$ cat config.mk
export PLATFORM = sky130hd
export DESIGN_NAME = slot_pacer
export DESIGN_NICKNAME = d
export VERILOG_FILES = /design/src/rtl/slot_pkg.sv /design/src/rtl/pkt_fifo.sv /design/src/rtl/slot_timer.sv /design/src/rtl/slot_framer.sv /design/src/rtl/dummy_filter.sv /design/src/rtl/slot_pacer.sv
export SDC_FILE = /design/constraint.sdc
export NUM_CORES = 1
export LEC_CHECK = 0
export BUFFER_PORTS_ARGS = -buffer_cell sky130_fd_sc_hd__buf_2
export CAP_MARGIN = 5
export CORE_MARGIN = 2
export CORE_UTILIZATION = 45
export CTS_CLUSTER_SIZE = 8
export DETAILED_ROUTE_END_ITERATION = 12
export HOLD_SLACK_MARGIN = 0.12
export PLACE_DENSITY = 0.69
export SYNTH_ARGS = -nofsm -noshare
export SYNTH_HDL_FRONTEND = slang
export SYNTH_SLANG_ARGS = --single-unit
$ cat constraint.sdc
create_clock -name clk -period 3.29 [get_ports clk]
set_input_delay 0.1645 -clock clk [delete_from_list [all_inputs] [get_ports clk]]
set_output_delay 0.1645 -clock clk [all_outputs]
set_load 0.005 [all_outputs]
$ cat src/rtl/slot_pkg.sv
package slot_pkg;
  localparam int INTERVAL_W   = 10;
  localparam int INTERVAL_MIN = 8;
  localparam int INTERVAL_MAX = 700;
  localparam int INTERVAL_DEF = 70;

  typedef logic [INTERVAL_W-1:0] interval_t;

  function automatic interval_t clamp_interval(input interval_t v);
    if (v < interval_t'(INTERVAL_MIN)) return interval_t'(INTERVAL_MIN);
    if (v > interval_t'(INTERVAL_MAX)) return interval_t'(INTERVAL_MAX);
    return v;
  endfunction
endpackage

$ cat src/rtl/pkt_fifo.sv
module pkt_fifo #(
  parameter int W     = 32,
  parameter int DEPTH = 4
) (
  input  logic         clk,
  input  logic         rst_n,
  input  logic         push_valid,
  output logic         push_ready,
  input  logic [W-1:0] push_data,
  input  logic         pop_en,
  output logic         head_valid,
  output logic [W-1:0] head_data
);
  localparam int AW = (DEPTH > 1) ? $clog2(DEPTH) : 1;
  localparam int LW = $clog2(DEPTH + 1);
  localparam logic [AW-1:0] LAST = AW'(DEPTH - 1);

  logic [W-1:0]  store [DEPTH];
  logic [AW-1:0] wr_ptr, rd_ptr;
  logic [LW-1:0] level;
  logic          do_push, do_pop;

  assign push_ready = (level != LW'(DEPTH));
  assign head_valid = (level != '0);
  assign head_data  = store[rd_ptr];
  assign do_push    = push_valid && push_ready;
  assign do_pop     = pop_en && head_valid;

  for (genvar i = 0; i < DEPTH; i++) begin : g_entry
    always_ff @(posedge clk) begin
      if (do_push && wr_ptr == AW'(i)) store[i] <= push_data;
    end
  end

  always_ff @(posedge clk or negedge rst_n) begin
    if (!rst_n) begin
      wr_ptr <= '0;
      rd_ptr <= '0;
      level  <= '0;
    end else begin
      if (do_push) wr_ptr <= (wr_ptr == LAST) ? '0 : wr_ptr + AW'(1);
      if (do_pop)  rd_ptr <= (rd_ptr == LAST) ? '0 : rd_ptr + AW'(1);
      case ({do_push, do_pop})
        2'b10:   level <= level + LW'(1);
        2'b01:   level <= level - LW'(1);
        default: level <= level;
      endcase
    end
  end


  fifo_level_bound_chk: assert property (@(posedge clk) disable iff (!rst_n)
    level <= LW'(DEPTH));


  pop_nonempty_chk: assert property (@(posedge clk) disable iff (!rst_n)
    pop_en |-> head_valid);
endmodule

$ cat src/rtl/slot_timer.sv
module slot_timer
  import slot_pkg::*;
#(
  parameter int DEF = INTERVAL_DEF
) (
  input  logic      clk,
  input  logic      rst_n,
  input  logic      cfg_wr,
  input  interval_t cfg_val,
  output logic      tick
);
  interval_t cnt, active, pending, wr_val;

  assign wr_val = clamp_interval(cfg_val);
  assign tick   = (cnt == active - interval_t'(1));

  always_ff @(posedge clk or negedge rst_n) begin
    if (!rst_n) begin
      cnt     <= '0;
      active  <= interval_t'(DEF);
      pending <= interval_t'(DEF);
    end else begin
      if (cfg_wr) pending <= wr_val;
      if (tick) begin
        cnt    <= '0;
        active <= cfg_wr ? wr_val : pending;
      end else begin
        cnt <= cnt + interval_t'(1);
      end
    end
  end


  interval_range_chk: assert property (@(posedge clk) disable iff (!rst_n)
    (active >= interval_t'(INTERVAL_MIN)) && (active <= interval_t'(INTERVAL_MAX)));


  interval_hold_chk: assert property (@(posedge clk) disable iff (!rst_n)
    !tick |=> $stable(active));
endmodule

$ cat src/rtl/slot_framer.sv
module slot_framer #(
  parameter int PAY_W = 32
) (
  input  logic             clk,
  input  logic             rst_n,
  input  logic             tick,
  input  logic             head_valid,
  input  logic [PAY_W-1:0] head_data,
  output logic             pop_en,
  output logic             link_valid,
  output logic [PAY_W:0]   link_pkt
);
  assign pop_en = tick && head_valid;

  always_ff @(posedge clk or negedge rst_n) begin
    if (!rst_n) begin
      link_valid <= 1'b0;
      link_pkt   <= '0;
    end else begin
      link_valid <= tick;
      if (tick) link_pkt <= head_valid ? {1'b1, head_data} : {1'b0, {PAY_W{1'b0}}};
    end
  end


  slot_pulse_chk: assert property (@(posedge clk) disable iff (!rst_n)
    link_valid |=> !link_valid);


  dummy_pad_chk: assert property (@(posedge clk) disable iff (!rst_n)
    (link_valid && !link_pkt[PAY_W]) |-> (link_pkt[PAY_W-1:0] == '0) && !$past(head_valid));


  real_source_chk: assert property (@(posedge clk) disable iff (!rst_n)
    (link_valid && link_pkt[PAY_W]) |-> $past(head_valid));
endmodule

$ cat src/rtl/dummy_filter.sv
module dummy_filter #(
  parameter int PAY_W = 32
) (
  input  logic             clk,
  input  logic             rst_n,
  input  logic             rx_valid,
  input  logic [PAY_W:0]   rx_pkt,
  output logic             out_valid,
  output logic [PAY_W-1:0] out_data
);
  always_ff @(posedge clk or negedge rst_n) begin
    if (!rst_n) begin
      out_valid <= 1'b0;
      out_data  <= '0;
    end else begin
      out_valid <= rx_valid && rx_pkt[PAY_W];
      if (rx_valid && rx_pkt[PAY_W]) out_data <= rx_pkt[PAY_W-1:0];
    end
  end


  drop_dummy_chk: assert property (@(posedge clk) disable iff (!rst_n)
    out_valid |-> $past(rx_valid) && $past(rx_pkt[PAY_W]));
endmodule

$ cat src/rtl/slot_pacer.sv
module slot_pacer #(
  parameter int PAY_W        = 32,
  parameter int FIFO_DEPTH   = 4,
  parameter int DEF_INTERVAL = slot_pkg::INTERVAL_DEF
) (
  input  logic                            clk,
  input  logic                            rst_n,
  input  logic                            cfg_wr,
  input  logic [slot_pkg::INTERVAL_W-1:0] cfg_interval,
  input  logic                            in_valid,
  output logic                            in_ready,
  input  logic [PAY_W-1:0]                in_data,
  output logic                            link_valid,
  output logic [PAY_W:0]                  link_pkt,
  input  logic                            rx_valid,
  input  logic [PAY_W:0]                  rx_pkt,
  output logic                            out_valid,
  output logic [PAY_W-1:0]                out_data
);
  logic             tick, pop_en, head_valid;
  logic [PAY_W-1:0] head_data;

  pkt_fifo #(.W(PAY_W), .DEPTH(FIFO_DEPTH)) u_fifo (
    .clk(clk), .rst_n(rst_n),
    .push_valid(in_valid), .push_ready(in_ready), .push_data(in_data),
    .pop_en(pop_en), .head_valid(head_valid), .head_data(head_data)
  );

  slot_timer #(.DEF(DEF_INTERVAL)) u_timer (
    .clk(clk), .rst_n(rst_n), .cfg_wr(cfg_wr), .cfg_val(cfg_interval), .tick(tick)
  );

  slot_framer #(.PAY_W(PAY_W)) u_framer (
    .clk(clk), .rst_n(rst_n), .tick(tick),
    .head_valid(head_valid), .head_data(head_data), .pop_en(pop_en),
    .link_valid(link_valid), .link_pkt(link_pkt)
  );

  dummy_filter #(.PAY_W(PAY_W)) u_filter (
    .clk(clk), .rst_n(rst_n), .rx_valid(rx_valid), .rx_pkt(rx_pkt),
    .out_valid(out_valid), .out_data(out_data)
  );
endmodule

==> results of run 1 <==
logic make-up after synthesis:
logic type,Yosys count,share of synthesized area
flops,232,0.6844
mux,110,0.1814
simple gates,105,0.06170
buf+inv,39,0.01911
compound gates,29,0.01937
xor+xnor,23,0.02136
fa+ha+maj,9,0.01274
layout by cell type, fill, tap and decap left out, types with 8 or more instances in the layout:
cell | synthesis | routed
sky130_fd_sc_hd__inv_1 | 17 | 17
sky130_fd_sc_hd__xnor2_1 | 15 | 15
sky130_fd_sc_hd__nor2b_1 | 33 | 33
sky130_fd_sc_hd__mux2_2 | 38 | 38
sky130_fd_sc_hd__mux4_2 | 32 | 32
sky130_fd_sc_hd__nand2_1 | 10 | 10
sky130_fd_sc_hd__dlygate4sd3_1 | 0 | 83
sky130_fd_sc_hd__xor2_1 | 8 | 8
sky130_fd_sc_hd__nand3_1 | 11 | 11
sky130_fd_sc_hd__clkbuf_1 | 11 | 23
sky130_fd_sc_hd__nor2_1 | 18 | 18
sky130_fd_sc_hd__o21ai_0 | 13 | 13
sky130_fd_sc_hd__edfxtp_1 | 128 | 128
sky130_fd_sc_hd__buf_2 | 0 | 146
sky130_fd_sc_hd__clkbuf_16 | 0 | 34
sky130_fd_sc_hd__mux2_1 | 9 | 9
sky130_fd_sc_hd__mux2_4 | 30 | 30
sky130_fd_sc_hd__dfrtp_1 | 98 | 96
worst max path at each step:
stage                            from              end  slack, ns  cells after the start
floorplan           u_timer.active[1]  u_fifo.level[2]       0.38                     14
global placement    u_timer.active[3]  u_fifo.level[2]       0.23                     11
detailed placement  u_timer.active[3]  u_fifo.level[2]       0.04                     11
CTS                 u_timer.active[3]  u_fifo.level[2]       0.02                     11
global route        u_timer.active[3]  u_fifo.level[2]      0.007                     11
finish              u_timer.active[3]  u_fifo.level[2]       0.15                     11
Yosys cell counts, drive strengths merged (2+ instances only):
master  count  area share
a21oi       3      0.0016
mux2       77        0.10
ha          8       0.011
o32ai       2      0.0019
dfrtp      98        0.26
nand3      11      0.0058
nor3       11      0.0070
or2         2      0.0013
nor4        3      0.0020
inv        17      0.0068
nor2       18      0.0072
o21ai      13      0.0069
mux4       32       0.076
nand2b      3      0.0020
edfxtp    128        0.41
clkbuf     11      0.0044
and3        5      0.0033
nand3b      2      0.0016
nor2b      33       0.022
or3         2      0.0013
xnor2      15       0.014
xor2        8      0.0074
nand2      10      0.0040
o22ai       2      0.0013
a21boi      2      0.0016
buf        11      0.0080
dfstp       6       0.017
timing repair:
action / 4_1_cts / 5_1_grt
hold buffers: 83 / 0
endpoints found under the hold margin: 219 / 0
endpoints found under the setup margin: 0 / 2
gates resized for setup: 0 / 4
area by class of cell:
type / instances / area, um^2
Timing Repair Buffer: 236 / 1659
Tap cell: 270 / 337.8
Clock inverter: 3 / 33.78
Fill cell: 1527 / 8117
Inverter: 17 / 63.81
Clock buffer: 57 / 937.1
Multi-Input combinational cell: 276 / 2825
Sequential cell: 232 / 6456
sequential cells by signal, indices dropped and copies added (netlist names):
signal,count
u_framer.link_pkt,33
u_filter.out_valid,1
u_timer.cnt,10
u_fifo.wr_ptr,2
u_timer.active,10
u_fifo.rd_ptr,2
u_fifo.level,3
u_timer.pending,10
u_fifo.store,128
u_filter.out_data,32
u_framer.link_valid,1
stage by stage:
step / util / power (mW) / worst slack [ns] / cells
floorplan: - / 4.189 / 0.3766 / 547
global placement: 0.5122 / 4.546 / 0.2327 / 947
detailed placement: 0.5122 / 4.611 / 0.04023 / 947
CTS: 0.6004 / 7.842 / 0.01811 / 1090
global route: 0.6027 / 8.110 / 0.006756 / 1091
finish: 0.6027 / 7.752 / 0.1510 / 1091
worst max-delay path, stage by stage (launching register included):
cell                      delay, ns
sky130_fd_sc_hd__dfrtp_1       0.45
sky130_fd_sc_hd__or3_1         0.39
sky130_fd_sc_hd__or4_1         0.47
sky130_fd_sc_hd__o32ai_1       0.14
sky130_fd_sc_hd__a31oi_1       0.16
sky130_fd_sc_hd__nor4_1        0.37
sky130_fd_sc_hd__ha_1          0.24
sky130_fd_sc_hd__inv_1         0.06
sky130_fd_sc_hd__fa_1          0.37
sky130_fd_sc_hd__xor2_1        0.15
sky130_fd_sc_hd__nor2_1        0.12
sky130_fd_sc_hd__xor2_1        0.15
power by group:
group          switching [mW]  internal, mW
Clock                    1.18          1.93
Combinational           0.567         0.416
Sequential              0.119          3.53
routing by layer:
metal / vias up / routed length [um] / global-route usage / part of all wire
met4: 0 / 408 / 0.06048 / 0.020
li1: 2537 / - / - / -
met3: 31 / 933 / 0.03242 / 0.046
met1: 2830 / 8423 / 0.2316 / 0.42
met5: - / 0 / 0 / 0
met2: 161 / 10430 / 0.3285 / 0.52
==> results.ini, run 1 <==
[floorplanning]
floorplan.initialDensity = 0.4616
dieHeight_um = 148.8
die_w_um = 148.8
die-area_um2 = 22130
num_io_pins = 148
placeableCoreArea_um2 = 20430
std_cell_rows = 52

[detailed_routing]
antenna_violating_nets_post_route = 0
detailedRoute.firstPassIterationCount = 4
vias_per_cell = 5.095
detailroute.via_count = 5559
post-route-drc-count = 0
finalWirelength_mm = 20.20
drt_first_iter_violations = 193
route.detailed.wl_per_inst_um = 18.51

[setup_path]
worst-r2r-setup-slack_ns = 0.15
timing.critical_path.to_type = flip-flop
worstReg2RegEnd = u_fifo.level[2]
worstPathRequired_ns = 3.70
cp_data_arrival_time_ns = 3.55
setup.worst_path.start_class = flip-flop
critical_path.reg2reg.startpoint = u_timer.active[3]
criticalPathCategory = flip-flop to flip-flop
cp_max_fo = 6
worstRegToRegCells = 11

[power]
worst_ir_drop_vdd_mv = 0.3891
pwr_density_cell_nw_per_um2 = 629.6
total_leakage_power_nw = 5.041

[run]
drv.max_cap_violation_count = 0

[worst_hold_path]
worstHoldStart = cfg_interval[4]
min_to = u_timer.pending[4]
hold_path.class = primary input to flip-flop
min_delay_path_depth = 3

[layout]
antennaDiodeCount = 0
num-nets-final = 886
area_of_all_placed_cells_without_fillers_um2 = 12310
layout-drive-gt1-share = 0.3764
synthToLayoutAreaGrowth_pct = 30.57

[clocking]
clock_insertion_delay_worst_skew_ns = 0.50
worst_path_clk_slew_ns = 0.05
numClockSinks = 232
ctsLongestPathBuffers = 3
clock-root-buffer = sky130_fd_sc_hd__clkbuf_16
post-cts-setup-buffer-count = 0
tritoncts = built
htree_num_levels = 2
cts_inserted_buffers = 34

[timing]
relSlewSlack = 0.3626
max_freq_mhz = 318.6
whs_ns = 0.1299
grt_setup_unrepaired = no
final.min_clock_period_ns = 3.139
final-setup-viol-count = 0
final.setup_skew_ns = 0.01311
setup_tns_ns = 0
finalHoldViolations = 0
min_period_over_period = 0.9541
final_max_slew_viol_count = 0
worstMarginPinSlew_ns = 0.9561

[logic_synthesis]
synth_area_per_cell_um2 = 17.24
synth_edf_count = 128
ys_dominant_reg_cell = sky130_fd_sc_hd__edfxtp_1
synth.cell_area_um2 = 9430
seq_area_frac_synth = 0.6844
ys_ff_latch = 232
synth_fp_nets = 636
synth-async-reset-ratio = 0.4483
syn-instance-count = 547
post_synthesis_cell_type_count = 46
count_of_synthesis_stage_warnings_from_yosys = 0

[run_status]
outcome = complete, no violations

[global_routing]
overflow = 0
largest_net_degree_at_the_start_of_global_routing = 56
via_count_of_the_first_global_routing_pass = 5992
track_usage = 0.1851
grt_first_pass_wirelength_mm = 31.65
number_of_antenna_violations_at_the_first_check_in_global_routing = 0

[placement]
dpl_cell_area_um2 = 10470
place.detailed.hpwl_mm = 11.63
port_buffers = 147
gp_routability_congestion = 0.8054

No activity file was read; power rests on OpenSTA's default activity.
==> run 2: changes to the inputs <==
ABC_AREA = 1   (was unset)
CTS_BUF_LIST = sky130_fd_sc_hd__clkbuf_2 sky130_fd_sc_hd__clkbuf_4 sky130_fd_sc_hd__clkbuf_8   (was unset)
==> run 2 against run 1 <==
Against the previous run: synthesized cell count increased by 59%; largest power group unchanged; critical path depth grew 6; final area down 1.7%; setup slack improved by 0.25 ns; wire length increased by 11%; critical path type unchanged; clock-buffer cell count grew 4; die area about the same; non-clock buffer count up 11; area after synthesis hardly changed; sequential power hardly changed.
==> results.ini, run 2 <==
[power]
power.total_mw = 7.063  ; -8.9%
pwr_density_cell_nw_per_um2 = 583.8  ; -7.3%
total_leakage_power_nw = 5.506  ; +9.2%
worst_ir_drop_vdd_mv = 0.3113  ; -20%

[clocking]
numClockSinks = 232  ; unchanged
cts_inserted_buffers = 39  ; +15%
clock_insertion_delay_worst_skew_ns = 0.52  ; +0.02 ns
htree_num_levels = 2  ; unchanged
ctsLongestPathBuffers = 3  ; unchanged
tritoncts = built
worst_path_clk_slew_ns = 0.06  ; about the same
clock-root-buffer = sky130_fd_sc_hd__clkbuf_8

[setup_path]
most_frequent_cell_on_critical_path = sky130_fd_sc_hd__inv_1
cp_data_arrival_time_ns = 3.30  ; -0.25 ns
worstPathRequired_ns = 3.70  ; about the same
critical_path.max_stage_delay_ns = 0.54  ; +0.07 ns
critPathSlowestCell = sky130_fd_sc_hd__dfstp_2
setup.worst_path.start_class = flip-flop
cp_max_fo = 5  ; -1
criticalPathCategory = flip-flop to flip-flop
worstRegToRegCells = 17  ; +6
critical_path.cell_chain = inv_1, ha_1, inv_1, nand2_1, nand3b_1, nand2_1, a21oi_1, nand3_1, nor2_4, nand3_1, inv_1, ha_1, inv_1, fa_1, a21oi_1, o21ai_0, xnor2_1
timing.critical_path.to_type = flip-flop

[layout]
largest_register_ff_count = 128  ; unchanged
layout-drive-gt1-share = 0.2185  ; -0.1578
most-common-layout-cells = sky130_fd_sc_hd__nand2_1 (237), sky130_fd_sc_hd__buf_2 (146), sky130_fd_sc_hd__edfxtp_1 (128)
synthToLayoutAreaGrowth_pct = 28.25
mostFrequentLayoutCell = sky130_fd_sc_hd__nand2_1
layout.area.seq_um2 = 6455  ; about the same
stdcell_count = 1415  ; +30%
n_fill_cell = 1699  ; +11%
largest-register = u_fifo.store
num-nets-final = 1206  ; +36%
largestRegisters = u_fifo.store (128), u_framer.link_pkt (33), u_filter.out_data (32)
multi_input_area_um2 = 2597  ; -8.1%
area_of_all_placed_cells_without_fillers_um2 = 12100  ; -1.7%

[logic_synthesis]
seq_area_frac_synth = 0.6842  ; about the same
fraction_of_post_synthesis_cell_area_in_the_top_cell_type_by_area = 0.4075  ; about the same
synth_edf_count = 128  ; unchanged
post_synthesis_cell_type_count = 32  ; -30%
yosys-top-cells-area = sky130_fd_sc_hd__edfxtp_1 (41%), sky130_fd_sc_hd__dfrtp_1 (26%), sky130_fd_sc_hd__nand2_1 (9.4%), sky130_fd_sc_hd__o21ai_0 (4.1%), sky130_fd_sc_hd__nor2_1 (3.9%)
synth.cell_area_um2 = 9433  ; about the same
syn-instance-count = 872  ; +59%
synth_fp_nets = 961  ; +51%
synth-async-reset-ratio = 0.4483  ; unchanged
synth_area_per_cell_um2 = 10.82  ; -37%
synthDominantAreaCellType = sky130_fd_sc_hd__edfxtp_1
synth_top_cells_by_count = sky130_fd_sc_hd__nand2_1 (237), sky130_fd_sc_hd__edfxtp_1 (128), sky130_fd_sc_hd__nor2_1 (99)
synth.most_common_cell = sky130_fd_sc_hd__nand2_1
ys_dominant_reg_cell = sky130_fd_sc_hd__edfxtp_1
count_of_synthesis_stage_warnings_from_yosys = 0  ; unchanged
ys_ff_latch = 232  ; unchanged

[timing]
finalHoldViolations = 0  ; unchanged
setup_tns_ns = 0  ; unchanged
grt_setup_unrepaired = no
min_period_over_period = 0.8770  ; -0.07711
final-setup-viol-count = 0  ; unchanged
max_freq_mhz = 346.6  ; +8.8%
final.min_clock_period_ns = 2.885  ; -0.2537 ns
final.setup_skew_ns = 0.01452  ; +0.001405 ns
final_max_slew_viol_count = 0  ; unchanged
worstMarginPinSlew_ns = 1.028  ; +0.07187 ns
relSlewSlack = 0.3147  ; -0.04791

[floorplanning]
die_w_um = 148.8  ; about the same
floorplan.initialDensity = 0.4617  ; about the same
num_io_pins = 148  ; unchanged
dieHeight_um = 148.8  ; about the same
std_cell_rows = 52  ; unchanged
placeableCoreArea_um2 = 20430  ; unchanged
die-area_um2 = 22140  ; about the same

[detailed_routing]
vias_per_cell = 5.070  ; -0.50%
detailroute.via_count = 7174  ; +29%
detailedRoute.firstPassIterationCount = 5  ; +1
antenna_violating_nets_post_route = 0  ; unchanged
drt_first_iter_violations = 387  ; +100%
finalWirelength_mm = 22.41  ; +11%
post-route-drc-count = 0  ; unchanged
route.detailed.wl_per_inst_um = 15.83  ; -14%

[placement]
gp_routability_congestion = 0.7850  ; -2.5%
port_buffers = 147  ; unchanged
place.detailed.hpwl_mm = 12.69  ; +9.2%
place_inst = 1261  ; +33%
dpl_cell_area_um2 = 10450  ; -0.14%

[run]
drv.max_cap_violation_count = 0  ; unchanged

[global_routing]
largest_net_degree_at_the_start_of_global_routing = 68  ; +21%
number_of_antenna_violations_at_the_first_check_in_global_routing = 1  ; +1
track_usage = 0.2007  ; +0.01567
grt_first_pass_wirelength_mm = 35.40  ; +12%
overflow = 0  ; unchanged
via_count_of_the_first_global_routing_pass = 7155  ; +19%

[worst_hold_path]
min_delay_path_depth = 4  ; +1
hold_path.class = primary input to flip-flop

[run_status]
outcome = complete, no violations

## run 2: path summary, 6_finish.rpt
check                                  start                    end  slack, ns
setup / recovery           u_timer.active[1]        u_fifo.level[2]       0.40
hold / removal                        cfg_wr      u_timer.active[8]       0.17
setup reg to reg           u_timer.active[1]        u_fifo.level[2]       0.40
hold reg to reg            u_timer.active[1]      u_timer.active[1]       0.47
max in group asynchronous              rst_n  u_framer.link_pkt[28]       2.25
min in group asynchronous              rst_n     u_timer.pending[9]       0.28
## run 2: kinds of logic after synthesis
kind of cell,synth area share
adders and majority gates,0.01273
xor gates and xnor gates,0.01114
DFF,0.6842
buffers and inverters,0.04523
AOI/OAI and AO/OA,0.06990
and+or+nand+nor,0.1768
## run 2: worst max-delay path, delay by kind of cell, from the launching register on
kind	cells	cell delay, ns
fa+ha+maj	3	0.75
simple gates	6	0.67
buf+inv	4	0.31
xor+xnor	1	0.13
compound gates	3	0.37
flops	1	0.54
## run 2: cell type report
cell class | count | area share
Antenna cell | 1 | 0.0002068
Clock buffer | 61 | 0.06216
Clock inverter | 7 | 0.003516
Inverter | 49 | 0.01520
Multi-Input combinational cell | 548 | 0.2147
Sequential cell | 232 | 0.5336
Tap cell | 270 | 0.02792
Timing Repair Buffer | 247 | 0.1427
## run 2: what timing repair did
action | in CTS | in global routing
hold buffers | 85 | 0
buffers inserted | 0 | 0
gates resized for setup | 0 | 0
hold endpoints to repair | 238 | 0
## run 2: metrics by stage
step / setup slack (ns) / utilization / hold slack [ns]
floorplan: 0.5422 / - / -0.1311
global placement: 0.6006 / 0.5115 / 0.3132
detailed placement: 0.4659 / 0.5115 / 0.3220
CTS: 0.4585 / 0.5921 / 0.1313
global route: 0.1346 / 0.5922 / 0.1754
finish: 0.4047 / 0.5922 / 0.1651
## run 2: layer usage
| layer | wire length, um | up-vias | global-route usage |
|---|---|---|---|
| met1 | 9469 | 3435 | 0.2517 |
| met2 | 10850 | 239 | 0.3484 |
| met4 | 536 | 0 | 0.07238 |
| met3 | 1551 | 51 | 0.03976 |
| met5 | 0 | - | 0 |
| li1 | - | 3449 | - |
## run 2: report_power, final
part,internal [mW],switching [mW]
logic,0.316,0.571
clock network,1.45,1.10
registers,3.51,0.109
